===== config.mk =====
export PLATFORM = sky130hd
export DESIGN_NAME = sckgen_timing
export DESIGN_NICKNAME = d
export VERILOG_FILES = /design/src/rtl/tg_pkg.sv /design/src/rtl/tg_factor_decode.sv /design/src/rtl/tg_sck_divider.sv /design/src/rtl/tg_interval_timer.sv /design/src/rtl/sckgen_timing.sv
export SDC_FILE = /design/constraint.sdc
export NUM_CORES = 1
export LEC_CHECK = 0
export ABC_AREA = 1
export BUFFER_PORTS_ARGS = -buffer_cell sky130_fd_sc_hd__buf_2
export CORE_MARGIN = 2
export CORE_UTILIZATION = 38
export DETAILED_ROUTE_END_ITERATION = 10
export GPL_TIMING_DRIVEN = 0
export SETUP_SLACK_MARGIN = 0.05
export SYNTH_ARGS = -nofsm -noshare
export SYNTH_HDL_FRONTEND = slang
export SYNTH_SLANG_ARGS = --single-unit

===== constraint.sdc =====
create_clock -name clk -period 6.6 [get_ports clk]
set_clock_uncertainty 0.15 [all_clocks]
set_input_delay 1.32 -clock clk [delete_from_list [all_inputs] [get_ports clk]]
set_output_delay 1.32 -clock clk [all_outputs]
set_load 0.01 [all_outputs]

===== src/rtl/tg_pkg.sv =====
`timescale 1ns/1ps
package tg_pkg;

  // Counter width that holds the longest product (7 * 65536).
  localparam int TG_CNT_W = 20;

  // Field positions inside the configuration word.
  localparam int LEAD_PRE_LSB  = 22;
  localparam int TRAIL_PRE_LSB = 20;
  localparam int BAUD_PRE_LSB  = 16;
  localparam int LEAD_SCL_LSB  = 12;
  localparam int TRAIL_SCL_LSB = 8;
  localparam int BAUD_SCL_LSB  = 0;

  // Baud prescale: odd primes plus two.
  function automatic logic [2:0] baud_pre_f(input logic [1:0] c);
    logic [2:0] r;
    case (c)
      2'd0:    r = 3'd2;
      2'd1:    r = 3'd3;
      2'd2:    r = 3'd5;
      default: r = 3'd7;
    endcase
    return r;
  endfunction

  // Baud scale: linear steps of two for low codes, then powers of two.
  function automatic logic [16:0] baud_scl_f(input logic [3:0] c);
    logic [16:0] r;
    if (c < 4'd4) r = {14'd0, c[1:0], 1'b0} + 17'd2;
    else          r = 17'd1 << c;
    return r;
  endfunction

  // Delay prescale: odd factors 1,3,5,7.
  function automatic logic [2:0] dly_pre_f(input logic [1:0] c);
    return {c, 1'b1};
  endfunction

  // Delay scale: two to the power (code + 1).
  function automatic logic [16:0] dly_scl_f(input logic [3:0] c);
    return 17'd2 << c;
  endfunction

endpackage


===== src/rtl/tg_factor_decode.sv =====
`timescale 1ns/1ps
module tg_factor_decode #(
  parameter int CNT_W = tg_pkg::TG_CNT_W,
  parameter bit DELAY = 1'b0
) (
  input  logic [1:0]       pre_code,
  input  logic [3:0]       scl_code,
  output logic [CNT_W-1:0] length
);
  logic [2:0]  pre_f;
  logic [16:0] scl_f;

  generate
    if (DELAY) begin : g_delay
      assign pre_f = tg_pkg::dly_pre_f(pre_code);
      assign scl_f = tg_pkg::dly_scl_f(scl_code);
    end else begin : g_baud
      assign pre_f = tg_pkg::baud_pre_f(pre_code);
      assign scl_f = tg_pkg::baud_scl_f(scl_code);
    end
  endgenerate

  assign length = CNT_W'(pre_f) * CNT_W'(scl_f);
endmodule


===== src/rtl/tg_sck_divider.sv =====
`timescale 1ns/1ps
module tg_sck_divider #(
  parameter int CNT_W = tg_pkg::TG_CNT_W
) (
  input  logic             clk,
  input  logic             rst,
  input  logic             run,
  input  logic [CNT_W-1:0] period,
  output logic             sck,
  output logic             tick
);
  logic [CNT_W-1:0] half_len;
  logic [CNT_W-1:0] low_len;
  logic [CNT_W-1:0] phase_len;
  logic [CNT_W-1:0] cnt;

  // High phase gets the floor of half, low phase the rest.
  assign half_len  = period >> 1;
  assign low_len   = period - half_len;
  assign phase_len = sck ? half_len : low_len;

  always_ff @(posedge clk) begin
    if (rst) begin
      cnt  <= '0;
      sck  <= 1'b0;
      tick <= 1'b0;
    end else if (!run) begin
      cnt  <= '0;
      sck  <= 1'b0;
      tick <= 1'b0;
    end else if (cnt == phase_len - 1'b1) begin
      cnt  <= '0;
      sck  <= ~sck;
      tick <= 1'b1;
    end else begin
      cnt  <= cnt + 1'b1;
      tick <= 1'b0;
    end
  end
endmodule


===== src/rtl/tg_interval_timer.sv =====
`timescale 1ns/1ps
module tg_interval_timer #(
  parameter int CNT_W = tg_pkg::TG_CNT_W
) (
  input  logic             clk,
  input  logic             rst,
  input  logic             start,
  input  logic [CNT_W-1:0] length,
  output logic             busy,
  output logic             done
);
  logic [CNT_W-1:0] remain;

  always_ff @(posedge clk) begin
    if (rst) begin
      remain <= '0;
      busy   <= 1'b0;
      done   <= 1'b0;
    end else begin
      done <= 1'b0;
      if (start) begin
        remain <= length - 1'b1;
        busy   <= 1'b1;
      end else if (busy) begin
        if (remain == '0) begin
          busy <= 1'b0;
          done <= 1'b1;
        end else begin
          remain <= remain - 1'b1;
        end
      end
    end
  end
endmodule


===== src/rtl/sckgen_timing.sv =====
`timescale 1ns/1ps
module sckgen_timing #(
  parameter int CFG_W = 32,
  parameter int CNT_W = tg_pkg::TG_CNT_W
) (
  input  logic             clk,
  input  logic             rst,
  input  logic [CFG_W-1:0] cfg_i,
  input  logic             run_i,
  input  logic             lead_start_i,
  input  logic             trail_start_i,
  output logic             sck_o,
  output logic             sck_tick_o,
  output logic             lead_done_o,
  output logic             trail_done_o
);
  import tg_pkg::*;

  localparam int N_TMR = 2;

  logic [CFG_W-1:0] cfg_q;
  logic             lead_busy;
  logic             trail_busy;
  logic             idle;
  logic [CNT_W-1:0] baud_len;
  logic [N_TMR-1:0] tmr_start;
  logic [N_TMR-1:0] tmr_busy;
  logic [N_TMR-1:0] tmr_done;

  assign idle = !run_i && !lead_busy && !trail_busy;

  // Capture the configuration only while nothing is in progress.
  always_ff @(posedge clk) begin
    if (rst)       cfg_q <= '0;
    else if (idle) cfg_q <= cfg_i;
  end

  tg_factor_decode #(.CNT_W(CNT_W), .DELAY(1'b0)) u_baud_dec (
    .pre_code (cfg_q[BAUD_PRE_LSB +: 2]),
    .scl_code (cfg_q[BAUD_SCL_LSB +: 4]),
    .length   (baud_len)
  );

  tg_sck_divider #(.CNT_W(CNT_W)) u_div (
    .clk    (clk),
    .rst    (rst),
    .run    (run_i),
    .period (baud_len),
    .sck    (sck_o),
    .tick   (sck_tick_o)
  );

  assign tmr_start = {trail_start_i, lead_start_i};

  // Index 0 is the lead interval, index 1 the trail interval.
  for (genvar g = 0; g < N_TMR; g++) begin : g_tmr
    localparam int PRE_LSB = (g == 0) ? LEAD_PRE_LSB : TRAIL_PRE_LSB;
    localparam int SCL_LSB = (g == 0) ? LEAD_SCL_LSB : TRAIL_SCL_LSB;
    logic [CNT_W-1:0] dly_len;

    tg_factor_decode #(.CNT_W(CNT_W), .DELAY(1'b1)) u_dec (
      .pre_code (cfg_q[PRE_LSB +: 2]),
      .scl_code (cfg_q[SCL_LSB +: 4]),
      .length   (dly_len)
    );

    tg_interval_timer #(.CNT_W(CNT_W)) u_tmr (
      .clk    (clk),
      .rst    (rst),
      .start  (tmr_start[g]),
      .length (dly_len),
      .busy   (tmr_busy[g]),
      .done   (tmr_done[g])
    );
  end

  assign lead_busy    = tmr_busy[0];
  assign trail_busy   = tmr_busy[1];
  assign lead_done_o  = tmr_done[0];
  assign trail_done_o = tmr_done[1];
endmodule


==> Word level (Yosys, flattened, before mapping) <==
Cells that the tools add are included.
{ "op_classes": {"n_addsub": 8, "multipliers": 3, "magnitude_cmp": 1, "n_eq_ne": 5, "n_shift": 3, "mux": 18, "bitwise_logic": 4, "reduce_logical": 16} }
{ "ops": {"columns": ["op", "n"], "rows": [
  ["2-to-1 mux 20 bit", 7],
  ["subtractor 20 x 1 -> 20 bit (second input constant)", 5],
  ["multiplier 3 x 17 -> 20 bit", 3],
  ["zero test 20 bit", 2],
  ["left shift 2 x 4 -> 17 bit (first input constant)", 2],
  ["adder 20 x 1 -> 20 bit (second input constant)", 1],
  ["== test 20 bit", 1],
  ["subtractor 20 x 19 -> 20 bit", 1],
  ["2-to-1 mux 17 bit", 1],
  ["left shift 1 x 4 -> 17 bit (first input constant)", 1],
  ["2-to-1 mux 1 bit", 9],
  ["case mux 3 bit (3 select lines)", 1],
  ["OR reduction 3 bit", 3],
  ["adder 3 x 2 -> 4 bit (second input constant)", 1],
  ["< comparator 4 x 3 -> 1 bit (second input constant)", 1],
  ["!= test 2 bit (second input constant)", 2],
  ["NOT 1 bit", 4],
  ["AND reduction 2 bit", 2],
  ["nonzero test 2 bit", 2],
  ["zero test 1 bit", 3],
  ["== test 2 x 1 -> 1 bit (second input constant)", 1],
  ["== test 2 bit (second input constant)", 1],
  ["logical AND 1 bit", 2],
  ["zero test 2 bit", 1],
  ["OR reduction 2 bit", 1]
]} }
{ "word_totals": {"regBits": 90, "in_bits": 37, "output_inout_bits": 4} }

==> Logic depth before layout (Yosys ltp) <==
Gate-level depths: netlist of the first run.
{ "logic_depth": {"word_depth": 8, "mapped_depth": 44} }

==> By module <==
From an unflattened synthesis of the first run, not the netlist that was laid out.
{ "unflattened": {"cells_unflattened": 2312, "area_unflattened_um2": 13487.9} }
{ "by_module_without_submodules": {"columns": ["module", "n_inst", "cells_per_inst", "area_per_inst_um2", "seq_area_each_um2"], "rows": [
  ["tg_sck_divider", 1, 734, 3997.6, 440.4],
  ["tg_interval_timer", 2, 291, 1783.0, 440.4],
  ["tg_factor_decode (u_baud_dec)", 1, 309, 1773.0, 0.0],
  ["tg_factor_decode (g_tmr[1].u_dec)", 1, 283, 1644.1, 0.0],
  ["tg_factor_decode (g_tmr[0].u_dec)", 1, 286, 1616.6, 0.0],
  ["sckgen_timing", 1, 118, 890.9, 360.3]
]} }

==> Worst setup path before layout of the first run <==
No wires, ideal clock.
{ "synth_timing": {"path_kind": "register -> register", "startpoint": "register cfg_q[17]", "endpoint": "register u_div.cnt[2]", "setup_ns": 0.117, "arrival_ns": 4.866, "setup_slack_ns": 1.467, "path_stages_with_launch": 39, "path_cell_list": "dfxtp_1 -> inv_1 -> nor2_1 -> clkbuf_1 -> nor2_1 -> fa_1 -> inv_1 -> fa_1 -> inv_1 -> nand3_1 -> nand3_1 -> nand2_1 -> nand2_1 -> inv_1 -> ha_1 -> nand2_1 -> inv_1 -> a21oi_1 -> [... 3 more ...] -> nand2_1 -> nand4_1 -> nor2_1 -> nand2_1 -> inv_2 -> nand2_1 -> nand3b_1 -> nor2_2 -> nand3_1 -> nand2_1 -> nand2_1 -> nand2_1 -> nand2_1 -> inv_1 -> nand2_2 -> nand2_2 -> buf_6 -> nor2_2"} }
{ "synth_between": {"elab_chain_len": 8, "elab_cells_between_ends": 10, "cone_classes": "2 x add/sub; 1 x mul; 3 x eq/ne; 2 x mux; 2 x reduce/logical"} }
{ "synth_lines": {"columns": ["element", "line_no", "rtl"], "rows": [
  ["start, declared", "sckgen_timing.sv:21", "logic [CFG_W-1:0] cfg_q;"],
  ["start signal, assigned", "sckgen_timing.sv:35", "else if (idle) cfg_q <= cfg_i;"],
  ["== test 2 bit, or another cell as far along", "tg_pkg.sv:18", "case (c)"],
  ["case mux 3 bit (3 select lines) *", "tg_pkg.sv:18", null],
  ["multiplier 3 x 17 -> 20 bit *", "tg_factor_decode.sv:23", "assign length = CNT_W'(pre_f) * CNT_W'(scl_f);"],
  ["subtractor 20 x 19 -> 20 bit", "tg_sck_divider.sv:19", "assign low_len = period - half_len;"],
  ["2-to-1 mux 20 bit *", "tg_sck_divider.sv:20", "assign phase_len = sck ? half_len : low_len;"],
  ["subtractor 20 x 1 -> 20 bit *", "tg_sck_divider.sv:31", "end else if (cnt == phase_len - 1'b1) begin"],
  ["== test 20 bit *", "tg_sck_divider.sv:31", null],
  ["OR reduction 3 bit (no line) *", null, null],
  ["end signal, assigned", "tg_sck_divider.sv:36", "cnt <= cnt + 1'b1;"],
  ["end, declared", "tg_sck_divider.sv:15", "logic [CNT_W-1:0] cnt;"]
]} }
Every way passes the cells marked *; elsewhere a longest branch is shown, timed or not.
A chain may end at the register's enable or synchronous reset.

==> Final worst setup path of the first run <==
{ "layout_timing": {"startpoint": "register cfg_q[17]", "endpoint": "register u_div.cnt[3]"} }
Same word-level chain as after synthesis.

==> key figures, run 1 <==
Route
  • Total Wirelength: 28.56 mm
  • DRT met1 WL: 13.84 mm
  • Initial DRC Count: 531
  • DRC viols: 0
  • ANT nets after route: 0
  • Routed vias: 11,343
  • Met3 WL: 1.045 mm
  • DR top layer: met4
  • Vias/cell: 5.006
  • WL/cell: 12.61 microns
  • Met2 WL post-DR: 13.15 mm
  • DRT Pass-1 Iters: 5

Worst setup path
  • Reg2reg path depth: 38
  • WP data arrival: 5.97 ns
  • Critical path class: flip-flop to flip-flop
  • Start point of the critical path: cfg_q[17]$_SDFFE_PP0P_
  • Most frequent CP cell: nand2_1
  • Critical Path Max Stage Delay: 0.56 ns
  • Worst-path fanout max: 10
  • CP required: 6.70 ns
  • Reg-to-reg slack, setup: 0.73 ns
  • Worst reg2reg endpoint: u_div.cnt[3]$_SDFF_PP0_
  • Setup crit start kind: flip-flop
  • Worst r2r src: cfg_q[17]$_SDFFE_PP0P_
  • Slowest CP cell: fa_1
  • Crit. End Element: flip-flop

CTS
  • Clock Sinks: 84
  • Clk slew on worst S/H paths: 0.07 ns
  • CTS buffer count: 9
  • Skew-Pair Late Insertion Delay: 0.36 ns
  • Root Buffer Master: clkbuf_16
  • # H-tree levels: 3
  • CTS max path bufs: 2
  • CTS tree: yes
  • Hold_buf cts: 0

Place
  • PortBufs: 25
  • Final Wtd Congestion: 0.8684
  • DP HPWL: 23.54 mm

STA
  • Highest clock rate: 0.1704 GHz
  • Min Tclk post-route: 5.868 ns
  • Min Hold Slack: 0.3218 ns
  • Final setup TNS: 0 ns
  • Final Max Tran Viols: 0
  • Fin crit share: 0.8891
  • Least-Margin Pin Slew: 0.7728 ns
  • RSZ-0062 raised after global routing: no
  • Max_slew headroom: 0.4808
  • Final hold vios: 0
  • Setup-failing EPs final: 0

Yosys
  • Seq/Total Area, Yosys: 0.1473
  • Syn avg cell area: 6.223 sq um
  • EDFF count, synth: 0
  • Syn Std Cell Area: 11,410 sq um
  • Post-synth ARST share: 0
  • #FFs+latches synth: 84
  • Post-Syn Instances: 1,834
  • Synth Flop Type: dfxtp_1
  • Ys Warns: 0
  • Distinct cells, synth: 50

Final layout
  • Antenna diodes: 0
  • Share of cells above drive strength 1: 0.07516
  • FF+latch area: 1682 sq um
  • Multi-input logic area: 8486 sq um
  • Fill count: 3,233
  • Nets@finish: 2,062
  • P&R area growth vs syn: 8.178%

Run status
  • Status: completed

GRT
  • Number of global-route vias before repair: 10,681
  • Global-route wire length before repair: 49.25 mm
  • Grt ovf: 0
  • Tot GR Track Use: 0.1879
  • Initial antenna violation count: 1
  • Largest net degree at the start of global routing: 16

Floorplan
  • Initial Utilization: 0.3851
  • Die height: 177.3 microns
  • Core Box Area: 29,640 sq um
  • I/O pin cnt: 41
  • Die ar.: 31,440 sq um
  • Standard-cell row count: 63
  • Die W: 177.3 microns

Pwr
  • P_leak: 6.034 nW
  • Worst VDD drop: 0.1279 mV
  • Power per cell area: 217.7 nW/um^2

Hold path
  • Worst hold path type: flip-flop to flip-flop
  • WHS Path Cells: 2
  • Hold endpoint: g_tmr[1].u_tmr.remain[0]$_SDFFE_PP0P_
  • HP Start: g_tmr[1].u_tmr.remain[0]$_SDFFE_PP0P_

Flow run
  • Max cap viols: 0
registers in the layout (all words and copies together), names as in the netlist:
signal	flops
g_tmr.u_tmr.done	2
u_div.sck	1
u_div.tick	1
g_tmr.u_tmr.busy	2
cfg_q	18
u_div.cnt	20
g_tmr.u_tmr.remain	40
worst max path at each step:
stage	slack, ns	cells past startpoint	to
after detailed placement	0.39	40	u_div.cnt[3]$_SDFF_PP0_
after global placement	0.43	40	u_div.cnt[0]$_SDFF_PP0_
final	0.73	38	u_div.cnt[3]$_SDFF_PP0_
after global routing	0.06	38	u_div.cnt[3]$_SDFF_PP0_
after floorplan	1.47	38	u_div.cnt[2]$_SDFF_PP0_
after CTS	0.36	40	u_div.cnt[3]$_SDFF_PP0_
report_power, final:
part	internal (mW)	total [mW]	switching [mW]
Combinational	0.550	1.54	0.993
Clock	0.298	0.538	0.240
Sequential	0.559	0.608	0.0484
critical path, delay by kind of cell (launching register included):
family | cells | cell delay (ns)
AO/OA/AOI/OAI | 1 | 0.17
adder cells (fa/ha/maj) | 3 | 1.35
buffers and inverters | 9 | 1.06
flip-flops | 1 | 0.36
AND/OR/NAND/NOR | 25 | 2.63
logic make-up after synthesis:
| group | after synthesis | synth area share |
|---|---|---|
| compound gates | 245 | 0.1191 |
| xor+xnor | 56 | 0.04297 |
| simple gates | 965 | 0.3805 |
| other cells | 2 | 0.0006580 |
| buf+inv | 328 | 0.1104 |
| flops | 84 | 0.1473 |
| fa+ha+maj | 154 | 0.1991 |
Yosys cell counts (2+ instances only):
| master | n | share of area |
|---|---|---|
| nand2_1 | 424 | 0.14 |
| nand3_2 | 8 | 0.0070 |
| nand2_2 | 36 | 0.020 |
| a221oi_1 | 3 | 0.0023 |
| nor3_1 | 28 | 0.012 |
| clkbuf_1 | 44 | 0.014 |
| and2_1 | 3 | 0.0016 |
| ha_1 | 108 | 0.12 |
| buf_2 | 2 | 0.00088 |
| o21ai_0 | 94 | 0.041 |
| dfxtp_1 | 84 | 0.15 |
| buf_1 | 2 | 0.00066 |
| xor2_1 | 41 | 0.031 |
| clkinv_1 | 4 | 0.0013 |
| xnor2_1 | 15 | 0.012 |
| inv_2 | 6 | 0.0020 |
| o211ai_1 | 2 | 0.0013 |
| inv_1 | 266 | 0.087 |
| o21bai_1 | 6 | 0.0039 |
| a31oi_1 | 13 | 0.0071 |
| a21oi_1 | 97 | 0.043 |
| nor4_1 | 8 | 0.0044 |
| conb_1 | 2 | 0.00066 |
| a31o_2 | 2 | 0.0015 |
| or2_2 | 6 | 0.0033 |
| nor2_2 | 29 | 0.016 |
| o21ai_1 | 4 | 0.0018 |
| nand3_1 | 181 | 0.079 |
| fa_1 | 46 | 0.081 |
| o221ai_1 | 6 | 0.0046 |
| a311oi_1 | 4 | 0.0031 |
| a21o_1 | 2 | 0.0013 |
| buf_6 | 3 | 0.0030 |
| nor2_1 | 170 | 0.056 |
| o21a_1 | 2 | 0.0013 |
| nand3b_1 | 7 | 0.0046 |
| nand4_1 | 61 | 0.033 |
| a211oi_1 | 3 | 0.0020 |
per-stage QoR:
step                area (sq um)  utilization  power (mW)  worst slack (ns)  instances
global route               12350       0.4166       2.983           0.05783       2266
global placement           12030       0.4059       2.134            0.4348       2250
CTS                        12330       0.4161       2.698            0.3579       2266
floorplan                  11420            -       1.850             1.467       1835
detailed placement         12030       0.4059       2.148            0.3882       2250
finish                     12350       0.4166       2.688            0.7319       2266
routing by layer:
metal  vias to the layer above  GRT usage
met4                         0    0.05294
met2                       173     0.3194
met3                        38    0.02849
li1                       6057          -
met5                         -          0
met1                      5075     0.2465
timing repair:
action / CTS / global route
setup endpoints to repair: 0 / 22
gates resized for setup: 0 / 10
setup buffers: 0 / 0
final cells by class:
| type | count | share of cell area |
|---|---|---|
| repair buffers | 25 | 0.01013 |
| well taps | 390 | 0.03952 |
| inverters | 276 | 0.08391 |
| clock inverters | 6 | 0.005979 |
| clock buffers | 10 | 0.01854 |
| flip-flops and latches | 84 | 0.1362 |
| plain buffers | 52 | 0.01844 |
| multi-input cells | 1423 | 0.6873 |
layout by cell type (no fill, tap or decap), drive strengths merged, types with 6 or more instances in the layout:
| master | count |
|---|---|
| o21ai | 98 |
| fa | 46 |
| nand4 | 61 |
| nand3b | 7 |
| o21bai | 6 |
| dfxtp | 84 |
| o221ai | 6 |
| clkbuf | 53 |
| nor3 | 29 |
| nand3 | 189 |
| ha | 108 |
| buf | 34 |
| a31oi | 13 |
| nand2 | 461 |
| a21oi | 97 |
| or2 | 6 |
| clkinv | 6 |
| inv | 273 |
| xor2 | 41 |
| nor2 | 200 |
| xnor2 | 15 |
| nor4 | 8 |
Note: power is estimated with default switching activity, not from simulation.
==> run 2: changes to the inputs <==
--- a/config.mk
+++ b/config.mk
@@ -7,10 +7,10 @@
 export LEC_CHECK = 0
 export ABC_AREA = 1
 export BUFFER_PORTS_ARGS = -buffer_cell sky130_fd_sc_hd__buf_2
-export CORE_MARGIN = 2
 export CORE_UTILIZATION = 38
 export DETAILED_ROUTE_END_ITERATION = 10
 export GPL_TIMING_DRIVEN = 0
+export PLACE_DENSITY = 0.57
 export SETUP_SLACK_MARGIN = 0.05
 export SYNTH_ARGS = -nofsm -noshare
 export SYNTH_HDL_FRONTEND = slang
==> run 2 against run 1 <==
Via count about the same. Critical path type unchanged. Core utilization increased by 0.22 points. Sequential power about the same. Die area decreased by 2.2%. Combinational power about the same. Largest cell class unchanged. Critical endpoint is now u_div.cnt[19]$_SDFF_PP0_. Wire length increased by 3.4%. Flip-flop and latch count unchanged. Cell area increased by 0.26%. Highest routed layer unchanged.
==> key figures, run 2 (synthesis results as in run 1) <==
STA
  • RSZ-0062 raised after global routing: no (unchanged)
  • Max_slew headroom: 0.4365 (was 0.4808)
  • Highest clock rate: 0.1706 GHz (was 0.1704 GHz)
  • Final hold vios: 0 (unchanged)
  • Fin crit share: 0.8880 (was 0.8891)
  • Least-Margin Pin Slew: 0.8388 ns (was 0.7728 ns)
  • Setup WS post-layout: 0.7390 ns (was 0.7319 ns)
  • Min Hold Slack: 0.3196 ns (was 0.3218 ns)
  • Setup-failing EPs final: 0 (unchanged)
  • Final setup TNS: 0 ns (unchanged)
  • Min Tclk post-route: 5.861 ns (was 5.868 ns)
  • Final Max Tran Viols: 0 (unchanged)

CTS
  • CTS buffer count: 9 (unchanged)
  • CTS max path bufs: 2 (unchanged)
  • # H-tree levels: 3 (unchanged)
  • Clk slew on worst S/H paths: 0.07 ns (about the same)
  • Skew-Pair Late Insertion Delay: 0.37 ns (was 0.36 ns)
  • Root Buffer Master: clkbuf_16 (unchanged)
  • CTS tree: yes (unchanged)
  • Hold_buf cts: 0 (unchanged)
  • Clock Sinks: 84 (unchanged)

Final layout
  • Share of cells above drive strength 1: 0.07565 (was 0.07516)
  • Nets@finish: 2,063 (was 2,062)
  • Design area: 12,380 sq um (was 12,350 sq um)
  • Post-Layout Cell Count: 2,267 (was 2,266)
  • P&R area growth vs syn: 8.463% (was 8.178%)
  • Largest register FFs: 40 (unchanged)
  • Biggest regs: g_tmr.u_tmr.remain x40, u_div.cnt x20, cfg_q x18 (unchanged)
  • Biggest register: g_tmr.u_tmr.remain (unchanged)
  • Most frequent cells in the layout: nand2_1 (424), inv_1 (266), nand3_1 (181) (unchanged)
  • Antenna diodes: 0 (unchanged)
  • Commonest non-fill, non-tap cell in the layout: nand2_1 (unchanged)
  • Final core utilization: 0.4188 (was 0.4166)

Route
  • Total Wirelength: 29.54 mm (was 28.56 mm)
  • WL/cell: 13.03 microns (was 12.61 microns)
  • Vias/cell: 5.004 (was 5.006)
  • Initial DRC Count: 495 (was 531)
  • ANT nets after route: 0 (unchanged)
  • Routed vias: 11,345 (was 11,343)
  • DRT Pass-1 Iters: 7 (was 5)
  • DRC viols: 0 (unchanged)

Pwr
  • Power per cell area: 223.0 nW/um^2 (was 217.7 nW/um^2)
  • Final Total Pwr: 2.760 mW (was 2.688 mW)
  • P_leak: 6.052 nW (was 6.034 nW)
  • Worst VDD drop: 0.1228 mV (was 0.1279 mV)

Worst setup path
  • WP data arrival: 5.97 ns (about the same)
  • Most frequent CP cell: nand2_1 (unchanged)
  • Slowest CP cell: fa_1 (unchanged)
  • Worst-path fanout max: 10 (unchanged)
  • Crit. End Element: flip-flop (unchanged)
  • Reg-to-reg slack, setup: 0.74 ns (was 0.73 ns)
  • Critical Path Max Stage Delay: 0.52 ns (was 0.56 ns)
  • Setup crit start kind: flip-flop (unchanged)
  • Top Family by Delay on Critical Path: simple AND/OR/NAND/NOR gates (unchanged)
  • WP buf/inv: 8 (was 9)
  • CP required: 6.70 ns (about the same)
  • Critical path class: flip-flop to flip-flop (unchanged)

Place
  • DP HPWL: 24.13 mm (was 23.54 mm)
  • Placed cells: 2,250 (unchanged)
  • PortBufs: 25 (unchanged)
  • DP Area: 12,030 sq um (unchanged)
  • Final Wtd Congestion: 0.8603 (was 0.8684)
  • Place WS: 0.3248 ns (was 0.3882 ns)

Run status
  • Status: completed (unchanged)

Floorplan
  • Core Box Area: 29,560 sq um (was 29,640 sq um)
  • Die ar.: 30,730 sq um (was 31,440 sq um)
  • Initial Utilization: 0.3861 (was 0.3851)
  • I/O pin cnt: 41 (unchanged)
  • Die W: 175.3 microns (was 177.3 microns)
  • Standard-cell row count: 63 (unchanged)
  • Die height: 175.3 microns (was 177.3 microns)

GRT
  • Number of global-route vias before repair: 10,671 (was 10,681)
  • GR Util met3: 0.02619 (was 0.02849)
  • Largest net degree at the start of global routing: 16 (unchanged)
  • GRT Max-Usage Layer: met2 (unchanged)
  • Global-route wire length before repair: 50.51 mm (was 49.25 mm)
  • Grt ovf: 0 (unchanged)
  • Grt met1 use: 0.2545 (was 0.2465)
  • Tot GR Track Use: 0.1987 (was 0.1879)
  • Initial antenna violation count: 0 (was 1)
  • Met2 usage: 0.3487 (was 0.3194)

Hold path
  • Worst hold path type: flip-flop to flip-flop (unchanged)

Flow run
  • Max cap viols: 0 (unchanged)
[run 2: layout make-up]
| type | instances | area, sq um |
|---|---|---|
| buffer | 52 | 230.2 |
| clock buffer | 10 | 229.0 |
| clock inverter | 6 | 96.34 |
| fill | 3151 | 17180 |
| inverter | 276 | 1036 |
| multi-input combinational | 1423 | 8486 |
| sequential | 84 | 1682 |
| tap | 390 | 488.0 |
| timing repair buffer | 26 | 132.6 |
[run 2: layer usage]
| metal | part of all wire | up-vias | wire [microns] |
|---|---|---|---|
| met5 | 0 | - | 0 |
| met4 | 0.019 | 0 | 564 |
| met3 | 0.030 | 31 | 881 |
| met2 | 0.47 | 152 | 13820 |
| met1 | 0.48 | 5103 | 14280 |
| li1 | - | 6059 | - |
[run 2: worst reg2reg max path: cells and delay by family (launching register included)]
family | cells | cell delay [ns]
AOI/OAI and AO/OA | 1 | 0.16
adders and majority gates | 3 | 1.32
buffers and inverters | 8 | 0.96
DFF | 1 | 0.38
and+or+nand+nor | 27 | 2.79
[run 2: repair_timing]
| action | CTS | global route |
|---|---|---|
| buffers inserted | 0 | 1 |
| gates resized for setup | 0 | 11 |
| endpoints found under the setup margin | 0 | 22 |
[run 2: power by group]
group          internal [mW]  total (mW)  leakage, nW  switching (mW)
Clock                  0.337       0.594        0.155           0.257
Sequential             0.559       0.609        0.692          0.0498
Combinational          0.552        1.56         5.21            1.01
Total                   1.45        2.76         6.05            1.31
[run 2: path summary, 6_finish.rpt]
kind | startpoint | endpoint | depth (start not counted)
setup reg to reg | cfg_q[16]$_SDFFE_PP0P_ | u_div.cnt[19]$_SDFF_PP0_ | 39
hold reg to reg | g_tmr[1].u_tmr.remain[0]$_SDFFE_PP0P_ | g_tmr[1].u_tmr.remain[0]$_SDFFE_PP0P_ | 2
setup / recovery | cfg_q[16]$_SDFFE_PP0P_ | u_div.cnt[19]$_SDFF_PP0_ | 39
hold / removal | g_tmr[1].u_tmr.remain[0]$_SDFFE_PP0P_ | g_tmr[1].u_tmr.remain[0]$_SDFFE_PP0P_ | 2
